[src/rtl/edo_pkg.sv]
// Shared types for the EDO DRAM cycle decoder.
// Assumes: cycle codes are visible at the status port and must stay fixed.
package edo_pkg;

    typedef enum logic [2:0] {
        CYC_STANDBY = 3'd0,
        CYC_READ    = 3'd1,
        CYC_EWRITE  = 3'd2,
        CYC_LWRITE  = 3'd3,
        CYC_RMW     = 3'd4,
        CYC_RONLY   = 3'd5,
        CYC_CBR     = 3'd6,
        CYC_SELF    = 3'd7
    } cyc_e;

    typedef enum logic [1:0] {
        PH_IDLE,
        PH_ROW,
        PH_CBR,
        PH_SELF
    } phase_e;

    localparam int STB_RAS = 0;
    localparam int STB_CAS = 1;
    localparam int STB_WE  = 2;
    localparam int STB_OE  = 3;

endpackage

[src/rtl/edo_cycle_fsm.sv]
// Cycle classifier: tracks the row-strobe phase, latches row and column,
// orders the strobe edges into a cycle class, issues array writes, holds
// EDO read data, and reports each finished cycle for one clock.
// Assumes: inputs are synchronized levels (1 = asserted); addr and din are
// held stable around the strobe edges they belong to.
module edo_cycle_fsm
    import edo_pkg::*;
#(
    parameter int AW          = 11,
    parameter int DW          = 4,
    parameter int RB          = 3,
    parameter int CB          = 3,
    parameter int SELF_CYCLES = 5000
) (
    input  logic          clk,
    input  logic          rst_n,
    input  logic          ras_lvl,
    input  logic          cas_lvl,
    input  logic          we_lvl,
    input  logic          oe_lvl,
    input  logic [AW-1:0] addr,
    input  logic [DW-1:0] din,
    input  logic [AW-1:0] ref_row,
    input  logic [DW-1:0] rd_data,
    output logic          ref_inc,
    output logic          mem_we,
    output logic [RB-1:0] mem_row,
    output logic [CB-1:0] wr_col,
    output logic [CB-1:0] rd_col,
    output logic [DW-1:0] mem_wdata,
    output logic [DW-1:0] dout,
    output logic          dout_en,
    output logic          cyc_valid,
    output cyc_e          cyc_type,
    output logic [AW-1:0] cyc_row
);

    localparam int SCW = $clog2(SELF_CYCLES + 1);

    phase_e        phase;
    cyc_e          cls;
    logic          ras_q, cas_q, we_q;
    logic [AW-1:0] row_lat;
    logic [CB-1:0] col_lat;
    logic          has_data;
    logic [SCW-1:0] self_cnt;

    logic ras_fall, ras_rise, cas_fall, we_fall;
    logic col_open, early_wr, late_wr;

    // Previous synchronized levels, for edge detection.
    always_ff @(posedge clk) begin
        if (!rst_n) begin
            ras_q <= 1'b0;
            cas_q <= 1'b0;
            we_q  <= 1'b0;
        end else begin
            ras_q <= ras_lvl;
            cas_q <= cas_lvl;
            we_q  <= we_lvl;
        end
    end

    // Edge events and the write decisions derived from them.
    always_comb begin
        ras_fall = ras_lvl & ~ras_q;
        ras_rise = ~ras_lvl & ras_q;
        cas_fall = cas_lvl & ~cas_q;
        we_fall  = we_lvl & ~we_q;
        col_open = (phase == PH_ROW) & cas_fall & ~ras_rise;
        early_wr = col_open & we_lvl;
        late_wr  = (phase == PH_ROW) & we_fall & cas_lvl & ~cas_fall
                 & ~ras_rise & (cls == CYC_READ);
    end

    assign ref_inc   = (phase == PH_IDLE) & ras_fall & cas_lvl;
    assign mem_we    = early_wr | late_wr;
    assign mem_row   = row_lat[RB-1:0];
    assign wr_col    = early_wr ? addr[CB-1:0] : col_lat;
    assign rd_col    = addr[CB-1:0];
    assign mem_wdata = din;
    assign dout_en   = has_data & oe_lvl & ~we_lvl & (ras_lvl | cas_lvl);

    // Phase tracking, classification, EDO data hold and status report.
    always_ff @(posedge clk) begin
        if (!rst_n) begin
            phase     <= PH_IDLE;
            cls       <= CYC_STANDBY;
            row_lat   <= '0;
            col_lat   <= '0;
            has_data  <= 1'b0;
            dout      <= '0;
            self_cnt  <= '0;
            cyc_valid <= 1'b0;
            cyc_type  <= CYC_STANDBY;
            cyc_row   <= '0;
        end else begin
            cyc_valid <= 1'b0;
            case (phase)
                PH_IDLE: begin
                    if (ras_fall && cas_lvl) begin
                        phase    <= PH_CBR;
                        cls      <= CYC_CBR;
                        row_lat  <= ref_row;
                        self_cnt <= '0;
                        has_data <= 1'b0;
                    end else if (ras_fall) begin
                        phase   <= PH_ROW;
                        cls     <= CYC_RONLY;
                        row_lat <= addr;
                    end else if (!ras_lvl && !cas_lvl) begin
                        has_data <= 1'b0;
                    end
                end
                PH_ROW: begin
                    if (ras_rise) begin
                        phase     <= PH_IDLE;
                        cyc_valid <= 1'b1;
                        cyc_type  <= cls;
                        cyc_row   <= row_lat;
                    end else if (col_open) begin
                        col_lat <= addr[CB-1:0];
                        if (we_lvl) begin
                            cls      <= CYC_EWRITE;
                            has_data <= 1'b0;
                        end else begin
                            cls      <= CYC_READ;
                            dout     <= rd_data;
                            has_data <= 1'b1;
                        end
                    end else if (late_wr) begin
                        cls      <= (has_data && oe_lvl) ? CYC_RMW : CYC_LWRITE;
                        has_data <= 1'b0;
                    end
                end
                PH_CBR: begin
                    if (ras_rise) begin
                        phase     <= PH_IDLE;
                        cyc_valid <= 1'b1;
                        cyc_type  <= CYC_CBR;
                        cyc_row   <= row_lat;
                    end else if (ras_lvl && cas_lvl) begin
                        if (self_cnt == SCW'(SELF_CYCLES - 1)) phase <= PH_SELF;
                        else self_cnt <= self_cnt + 1'b1;
                    end
                end
                default: begin
                    if (ras_rise) begin
                        phase     <= PH_IDLE;
                        cyc_valid <= 1'b1;
                        cyc_type  <= CYC_SELF;
                        cyc_row   <= row_lat;
                    end
                end
            endcase
        end
    end

endmodule

[config.mk]
export PLATFORM = sky130hd
export DESIGN_NAME = edo_cycle_fsm
export DESIGN_NICKNAME = d
export VERILOG_FILES = /design/src/rtl/edo_pkg.sv /design/src/rtl/edo_cycle_fsm.sv
export SDC_FILE = /design/constraint.sdc
export NUM_CORES = 1
export LEC_CHECK = 0
export ABC_CLOCK_PERIOD_IN_PS = 2100
export BUFFER_PORTS_ARGS = -buffer_cell sky130_fd_sc_hd__buf_2
export CORE_UTILIZATION = 49
export CTS_BUF_LIST = sky130_fd_sc_hd__clkbuf_8
export DETAILED_ROUTE_END_ITERATION = 16
export GPL_TIMING_DRIVEN = 0
export MAX_ROUTING_LAYER = met4
export PLACE_DENSITY_LB_ADDON = 0.12
export SLEW_MARGIN = 20
export SYNTH_ARGS = -nofsm -noshare
export SYNTH_HDL_FRONTEND = slang
export SYNTH_SLANG_ARGS = --single-unit
[constraint.sdc]
create_clock -name clk -period 2.1 [get_ports clk]
set_input_delay 0.315 -clock clk [delete_from_list [all_inputs] [get_ports clk]]
set_output_delay 0.315 -clock clk [all_outputs]
set_load 0.05 [all_outputs]
==> results of run 1 <==
-- worst max path at each step --
stage | cells past startpoint | end | start
floorplan | 6 | wr_col[0] | phase[1]
global placement | 6 | wr_col[0] | cas_lvl
detailed placement | 7 | wr_col[1] | phase[1]
CTS | 7 | wr_col[1] | phase[1]
global route | 7 | wr_col[0] | phase[1]
finish | 7 | wr_col[0] | phase[1]
-- critical path, stage by stage (launching register included) --
cell and delay, ps:
dfxtp_2 350, inv_2 90, ha_4 160, nand2_4 60, nor4_4 140, buf_6 160, mux2_4 310, buf_8 150
-- layer usage --
layer  track usage, %  share of wire, %  up-vias
met5                -                 0        -
met4             6.58              0.88        0
met3             5.03               5.7        6
met2             37.5                47       79
met1             30.6                47     1136
li1                 -                 -     1240
-- flip-flops by register name (all words and copies together) (netlist names) --
signal / flops
self_cnt: 13
dout: 4
cyc_row: 11
col_lat: 3
cls: 3
cas_q: 1
row_lat: 11
has_data: 1
phase: 2
ras_q: 1
cyc_valid: 1
we_q: 1
cyc_type: 3
-- final cells by class --
type | instances | area, um^2
Fill cell | 495 | 1830
Multi-Input combinational cell | 215 | 1440
Sequential cell | 55 | 1110
Timing Repair Buffer | 70 | 397
Buffer | 23 | 136
Tap cell | 70 | 87.6
Clock buffer | 5 | 68.8
Inverter | 13 | 51.3
Clock inverter | 3 | 28.8
-- cell usage in the layout, fill, tap and decap left out, drive strengths merged, types with 2 or more instances in the layout --
cell,count
buf,82
dfxtp,55
nand2,47
a21oi,27
nor2,25
mux2i,24
clkbuf,16
inv,13
a211oi,11
o21ai,10
and2,5
and3,5
o31ai,5
or3,5
nand2b,4
or4,4
o41ai,4
ha,4
mux2,3
nand4,3
o311ai,3
clkinv,3
and4,2
nor3,2
o221ai,2
nand3b,2
a32oi,2
nor4,2
-- synthesized netlist by cell type, drive strengths merged, types with 4 or more instances --
cell / instances / area, um^2
mux2i: 24 / 240
or4: 4 / 30.0
ha: 4 / 50.1
nand2b: 4 / 25.0
or3: 5 / 31.3
buf: 13 / 92.6
a21oi: 27 / 135
a211oi: 11 / 82.6
dfxtp: 55 / 1100
nand2: 47 / 176
clkbuf: 14 / 52.6
o41ai: 4 / 35.0
and2: 5 / 31.3
and3: 5 / 31.3
o31ai: 5 / 37.5
o21ai: 10 / 50.0
inv: 12 / 45.0
nor2: 25 / 96.4
-- cells by family (layout without fill, tap and decap cells) --
kind of cell / count (synthesis) / in the layout
muxes: 27 / 27
DFF: 55 / 55
buffers and inverters: 40 / 114
AOI/OAI and AO/OA: 70 / 70
adders and majority gates: 5 / 5
and+or+nand+nor: 113 / 113
-- where the power goes --
part	leakage (nW)	switching [mW]	total, mW	internal (mW)
combinational	0.879	0.311	0.508	0.197
sequential	0.448	0.0390	1.14	1.10
clock	0.0502	0.377	0.625	0.248
total	1.38	0.727	2.27	1.54
-- repair_timing --
action,CTS,global route
resized for setup,28,9
pin swaps,2,3
setup buffers,4,1
endpoints found under the setup margin,14,12
gates cloned,0,0
==> results by group, run 1 <==
Routing
  • Drt first-iter violations: 153
  • Antenna Violating Nets Remaining: 0
  • Pre-antenna DRT Iters: 4
  • Drt wl/cell: 13.7 um
  • Vias per inst: 5.42
  • Post-Route WL: 6.23 mm
  • Residual DRC: 0
  • Total number of vias: 2461

Place
  • Area of placed instances: 3060 um^2
  • Worst slack at placement: -334 ps
  • Detailed placement HPWL: 4.40 mm
  • Dpl cells: 445
  • Routability cong.: 0.846
  • Buffers added on ports: 65

Yosys
  • Xor and xnor area share after synthesis: 0%
  • Post-synth EDFFs: 0
  • Compound-Gate Fraction of Synth Area: 17.2%
  • Largest family of logic cells by synthesized area: simple AND/OR/NAND/NOR gates
  • Flops & latches, synth: 55
  • Mux cell area share after synthesis: 10.4%
  • Simple-gate portion of the synthesized area: 21.1%
  • Synth Warn #: 0
  • Asr flop ratio synth: 0%
  • Distinct cells, synth: 47
  • Syn Area/Cell: 8.52 um^2
  • Adder-Cell Fraction of Synth Area: 2.27%
  • Syn Inst Count: 310
  • Top_reg_cell synth: dfxtp_1
  • Register area share after synthesis: 41.7%
  • Syn_nets: 350
  • Post-Syn Area: 2640 um^2

CTS
  • Clock Path Buffers: 2
  • # hold bufs at CTS: 0
  • Clock Latency Late Sink: 320 ps
  • CTS tree: done
  • H-tree Lvls: 2
  • Clock-pin slew on the worst setup and hold paths: 100 ps
  • Inserted Clock Buffers: 5
  • Sink Count: 55
  • Root buf cell: clkbuf_8

Min path
  • Hold depth: 3
  • Hold EP: dout[3]
  • Worst Hold Class: primary input to flip-flop
  • Hold path startpoint: rd_data[3]

Setup path
  • Worst endpoint required time: 1780 ps
  • CP max FO: 4
  • CP Launch Type: flip-flop
  • Critical path type: flip-flop to primary output
  • Worst r2r src: phase[0]
  • RR Endpoint: self_cnt[8]
  • R2R Setup Slk: 90 ps
  • Worst EP arrival: 1740 ps
  • Crit. End Element: primary output
  • R2R cell count: 7

Timing
  • Clock skew: 10.0 ps
  • Period utilization: 98.0%
  • Fin. Hold Viols: 0
  • Fin crit period: 2060 ps
  • Slew @ Worst Pin: 860 ps
  • Max-slew headroom: 42.2%
  • Peak Freq: 0.486 GHz
  • Final worst slack: 41.5 ps
  • Setup TNS: 0 ps
  • Hold_ws: 235 ps
  • Final setup fails: 0
  • Max-slew violation count: 0
  • RSZ-0062 raised after global routing: true

Cells and area
  • Fin util: 64.4%
  • Layout Cells excl Fill: 454
  • Number of diodes: 0
  • Final nets: 423
  • Area grow syn2layout: 25.4%
  • Layout cells sized above 1: 29.4%
  • Finished Cell Area: 3310 um^2

GRT
  • All-layer global routing usage: 23.7%
  • Vias in the first global route: 2180
  • Initial antenna violation count: 0
  • Largest net degree at the start of global routing: 20
  • Global route overflow: 0
  • First-pass GRT wire length: 10.0 mm

Pwr
  • Pwr dens: 686 nW/um^2
  • P_leak: 1.38 nW
  • Tot Pwr: 2.27 mW
  • VDD IR max: 0.000402 V

Die
  • Die height: 75.4 um
  • Area of the core: 5140 um^2
  • Die Width: 75.4 um
  • IO Pins: 71
  • Initial core utilization: 51.4%
  • Die footprint: 5690 um^2
  • Number of cell rows: 26

Run status
  • Outcome: finished, final reports clean

Flow run
  • Max Cap Viol: 0
Power figures use the tool's default switching activity.
==> inputs of run 2 (changes only) <==
==> constraint.sdc (replaced) <==
create_clock -name clk -period 2.1 [get_ports clk]
set_input_delay 0.105 -clock clk [delete_from_list [all_inputs] [get_ports clk]]
set_output_delay 0.105 -clock clk [all_outputs]
set_load 0.05 [all_outputs]
==> results by group, run 2 (synthesis results as in run 1) <==
Cells and area
  • Layout cells sized above 1: 29.7%
  • Leading cell type in the layout, fill and taps excluded: buf_2
  • Number of diodes: 0
  • Top reg by flops: self_cnt
  • Regs by FF count: self_cnt: 13 flops, cyc_row: 11 flops, row_lat: 11 flops
  • Final nets: 423
  • Area grow syn2layout: 24.7%
  • Fin util: 64.1%
  • Max reg flops: 13
  • Fillers: 452
  • Commonest non-fill, non-tap cells in the layout: 62 x buf_2, 53 x dfxtp_1, 46 x nand2_1, 25 x a21oi_1

Timing
  • Fin. Hold Viols: 0
  • Fin crit period: 2000 ps
  • Slew @ Worst Pin: 836 ps
  • Period utilization: 95.2%
  • Max-slew violation count: 0
  • Peak Freq: 0.500 GHz
  • Final setup fails: 0
  • Clock skew: 8.86 ps
  • Max-slew headroom: 43.8%

Routing
  • Drt first-iter violations: 104
  • Residual DRC: 0
  • Pre-antenna DRT Iters: 4
  • Antenna Violating Nets Remaining: 0
  • Vias per inst: 5.44
  • Total number of vias: 2471
  • Drt wl/cell: 13.5 um
  • Post-Route WL: 6.14 mm

CTS
  • Clock Path Buffers: 2
  • H-tree Lvls: 2
  • Clock-pin slew on the worst setup and hold paths: 100 ps
  • # hold bufs at CTS: 0
  • Root buf cell: clkbuf_8
  • Clock Latency Late Sink: 310 ps
  • Inserted Clock Buffers: 5
  • CTS tree: done
  • Sink Count: 55

GRT
  • Initial antenna violation count: 0
  • Largest net degree at the start of global routing: 19
  • First-pass GRT wire length: 9.82 mm
  • All-layer global routing usage: 23.1%
  • Global route overflow: 0
  • Vias in the first global route: 2174

Min path
  • Hold EP: dout[3]
  • Hold depth: 3
  • Worst Hold Class: primary input to flip-flop
  • Hold path startpoint: rd_data[3]

Die
  • IO Pins: 71
  • Die height: 75.4 um
  • Area of the core: 5140 um^2
  • Die footprint: 5690 um^2
  • Number of cell rows: 26
  • Initial core utilization: 51.4%
  • Die Width: 75.4 um

Setup path
  • CP max FO: 10
  • RR Endpoint: self_cnt[12]
  • R2R cell count: 8
  • Critical path type: flip-flop to flip-flop
  • R2R Setup Slk: 100 ps
  • Critical Path Start: phase[0]
  • Worst EP arrival: 2200 ps
  • Worst endpoint required time: 2300 ps
  • Worst r2r src: phase[0]
  • CP Launch Type: flip-flop
  • Crit. End Element: flip-flop

Run status
  • Outcome: finished, final reports clean

Pwr
  • Pwr dens: 714 nW/um^2
  • P_leak: 1.36 nW
  • Tot Pwr: 2.35 mW
  • VDD IR max: 0.000525 V

Place
  • Routability cong.: 0.821
  • Buffers added on ports: 65
  • Detailed placement HPWL: 4.39 mm

Flow run
  • Max Cap Viol: 0
-- run 2: per-layer routing --
metal | vias to the layer above | global-route usage, % | part of all wire [%]
met4 | 0 | 7.41 | 1.2
met1 | 1143 | 29.8 | 47
met2 | 81 | 36.1 | 45
met3 | 6 | 4.89 | 6.6
met5 | - | - | 0
li1 | 1241 | - | -
-- run 2: timing repair --
item,in CTS,in global routing
pin swaps,3,4
setup buffers,3,0
resized for setup,17,14
gates cloned,0,0
setup endpoints to repair,15,11
-- run 2: final cells by class --
class	instances	area, um^2	share of cell area, %
clock buffers	5	68.8	2.09
plain buffers	25	143	4.33
repair buffers	68	355	10.8
inverters	13	48.8	1.48
well taps	70	87.6	2.66
flip-flops and latches	55	1110	33.6
clock inverters	3	46.3	1.41
multi-input cells	215	1440	43.7
-- run 2: where the power goes --
group / switching (mW) / internal, mW / total [mW]
sequential: 0.0356 / 1.10 / 1.13
clock: 0.368 / 0.360 / 0.728
combinational: 0.307 / 0.184 / 0.491
-- run 2: worst max-delay path by stage --
stage | cells past startpoint | to | slack [ps]
detailed placement | 7 | wr_col[2] | -380
global placement | 7 | wr_col[2] | -340
global route | 8 | self_cnt[12] | -8
finish | 8 | self_cnt[12] | 100
floorplan | 7 | self_cnt[8] | 120
CTS | 9 | self_cnt[12] | 10
-- run 2: through the flow --
stage          area (um^2)  setup TNS (ps)  std cells  hold slack [ps]  setup WS, ps
6_report              3290               0        454             24.7           100
5_1_grt               3290           -8.13        454             24.7         -8.13
4_1_cts               3250               0        455             23.0          14.9
3_5_place_dp          3050           -1580        445              353          -377
3_3_place_gp          3050           -1070        445              343          -342
2_1_floorplan         2640               0        310              252           124
-- run 2: critical path: stages, from the launching register on --
cell and delay (ps):
dfxtp_4 370, inv_2 80, ha_2 170, buf_6 90, nor2_2 40, or4b_4 540
buf_4 210, o311ai_2 270, o41ai_1 110
==> inputs of run 3 (changes only) <==
--- a/config.mk
+++ b/config.mk
@@ -5,7 +5,7 @@
 export SDC_FILE = /design/constraint.sdc
 export NUM_CORES = 1
 export LEC_CHECK = 0
-export ABC_CLOCK_PERIOD_IN_PS = 2100
+export ABC_CLOCK_PERIOD_IN_PS = 1600
 export BUFFER_PORTS_ARGS = -buffer_cell sky130_fd_sc_hd__buf_2
 export CORE_UTILIZATION = 49
 export CTS_BUF_LIST = sky130_fd_sc_hd__clkbuf_8
==> constraint.sdc (replaced) <==
create_clock -name clk -period 1.6 [get_ports clk]
set_input_delay 0.08 -clock clk [delete_from_list [all_inputs] [get_ports clk]]
set_output_delay 0.08 -clock clk [all_outputs]
set_load 0.05 [all_outputs]
==> results by group, run 3 (synthesis results as in run 1) <==
Cells and area
  • Multi-input logic area: 1690 um^2
  • Fillers: 391
  • Commonest non-fill, non-tap cells in the layout: 60 x buf_2, 52 x dfxtp_1, 45 x nand2_1, 34 x buf_4, 24 x mux2i_1
  • Regs by FF count: self_cnt: 13 flops, cyc_row: 11 flops, row_lat: 11 flops
  • Max reg flops: 13
  • Area grow syn2layout: 45.3%
  • Final nets: 446
  • Number of diodes: 0
  • Layout cells sized above 1: 41.4%
  • Sequential cell area: 1110 um^2
  • Leading cell type in the layout, fill and taps excluded: buf_2
  • Layout Cells excl Fill: 476
  • Top reg by flops: self_cnt

Routing
  • Antenna Violating Nets Remaining: 0
  • Pre-antenna DRT Iters: 7
  • Residual DRC: 0
  • Drt first-iter violations: 267
  • Vias per inst: 5.52
  • Drt wl/cell: 15.2 um
  • Total number of vias: 2627
  • Post-Route WL: 7.25 mm

GRT
  • All-layer global routing usage: 24.7%
  • First-pass GRT wire length: 10.4 mm
  • Initial antenna violation count: 0
  • Vias in the first global route: 2293
  • Largest net degree at the start of global routing: 16
  • Global route overflow: 0

CTS
  • H-tree Lvls: 2
  • Inserted Clock Buffers: 5
  • Sink Count: 55
  • Clock Path Buffers: 2
  • # hold bufs at CTS: 0
  • CTS tree: done
  • Root buf cell: clkbuf_8
  • Clock-pin slew on the worst setup and hold paths: 100 ps
  • Clock Latency Late Sink: 300 ps

Setup path
  • Worst endpoint required time: 1790 ps
  • Slowest cell on crit path: or4b_4
  • CP Launch Type: flip-flop
  • Critical path type: flip-flop to flip-flop
  • Worst EP arrival: 2220 ps
  • CP peak stage delay: 480 ps
  • Worst r2r src: phase[0]
  • Crit. End Element: flip-flop
  • Crit path cell chain: inv_4 -> ha_4 -> nand2_2 -> or4b_4 -> buf_6 -> buf_12 -> o311ai_4 -> o41ai_2
  • CP max FO: 6
  • Critical Path Start: phase[0]

Pwr
  • VDD IR max: 0.000593 V
  • Pwr dens: 855 nW/um^2
  • P_leak: 1.57 nW

Flow run
  • Max Cap Viol: 0

Timing
  • Peak Freq: 0.492 GHz
  • Max-slew headroom: 63.8%
  • Period utilization: 127%
  • Clock skew: 4.28 ps
  • Final worst slack: -432 ps
  • Fin crit period: 2030 ps
  • Max-slew violation count: 0
  • Final setup fails: 24
  • RSZ-0062 raised after global routing: true
  • Slew @ Worst Pin: 543 ps
  • Fin. Hold Viols: 0

Die
  • Die height: 75.4 um
  • Initial core utilization: 51.4%
  • Die footprint: 5690 um^2
  • IO Pins: 71
  • Die Width: 75.4 um
  • Area of the core: 5140 um^2
  • Number of cell rows: 26

Run status
  • Outcome: finished with violations
  • Failing checks: setup timing

Place
  • Dpl cells: 445
  • Detailed placement HPWL: 4.45 mm
  • Routability cong.: 0.865
  • Worst slack at placement: -435 ps
  • Buffers added on ports: 65

Min path
  • Hold path startpoint: rd_data[2]
  • Worst Hold Class: primary input to flip-flop
## run 3: cell count changes in the layout (fill, tap and decap cells not counted), sizes merged
cell	previous run	this run
inv	13	12
buf	80	106
clkbuf	18	15
## run 3: repair_timing
item | 4_1_cts | 5_1_grt
pin swaps | 11 | 15
setup endpoints to repair | 55 | 48
setup buffers | 12 | 14
resized for setup | 50 | 30
cloned | 1 | 1
## run 3: worst max-delay path, delay by kind of cell, from the launching register on
family                     cells  cell delay [ps]
AOI/OAI and AO/OA              2              420
adders and majority gates      1              180
buffers and inverters          3              340
DFF                            1              390
and+or+nand+nor                2              580
## run 3: layer usage
metal / part of all wire, % / vias up / wire, um / global-route usage [%]
li1: - / 1289 / - / -
met1: 44 / 1238 / 3230 / 31.5
met2: 48 / 90 / 3500 / 39.3
met3: 6.1 / 10 / 443 / 5.29
met4: 1.2 / 0 / 85 / 7.41
met5: 0 / - / 0 / -
## run 3: worst paths after layout
| path | to | slack [ps] | cells after the start |
|---|---|---|---|
| worst min-delay path | dout[2] | 10 | 3 |
| worst max-delay path | self_cnt[12] | -430 | 8 |
| worst min register to register | cyc_row[8] | 460 | 2 |
| worst max register to register | self_cnt[12] | -430 | 8 |
## run 3: power breakdown
group	total, mW	internal [mW]	leakage, nW	switching [mW]
registers	1.50	1.44	0.449	0.0593
logic	0.872	0.377	1.06	0.495
clock network	0.911	0.454	0.0554	0.457
## run 3: cell type report
class / count / share of cell area (%)
inverter: 13 / 1.50
timing repair buffer: 93 / 16.0
tap: 70 / 2.28
buffer: 23 / 4.47
sequential: 55 / 28.9
multi-input combinational: 215 / 44.1
clock inverter: 2 / 0.881
clock buffer: 5 / 1.79
## run 3: per-stage QoR
stage | TNS, ps | util (%) | total power [mW] | hold WS, ps | instance area, um^2
after floorplan | -2890 | - | 2.02 | 227 | 2800
after global placement | -10110 | 62.5 | 2.17 | 314 | 3210
after detailed placement | -11240 | 62.5 | 2.18 | 334 | 3210
after CTS | -5840 | 70.1 | 3.17 | 13.8 | 3600
after global routing | -7090 | 74.6 | 3.41 | 30.4 | 3840
final | -5890 | 74.6 | 3.28 | 12.8 | 3840
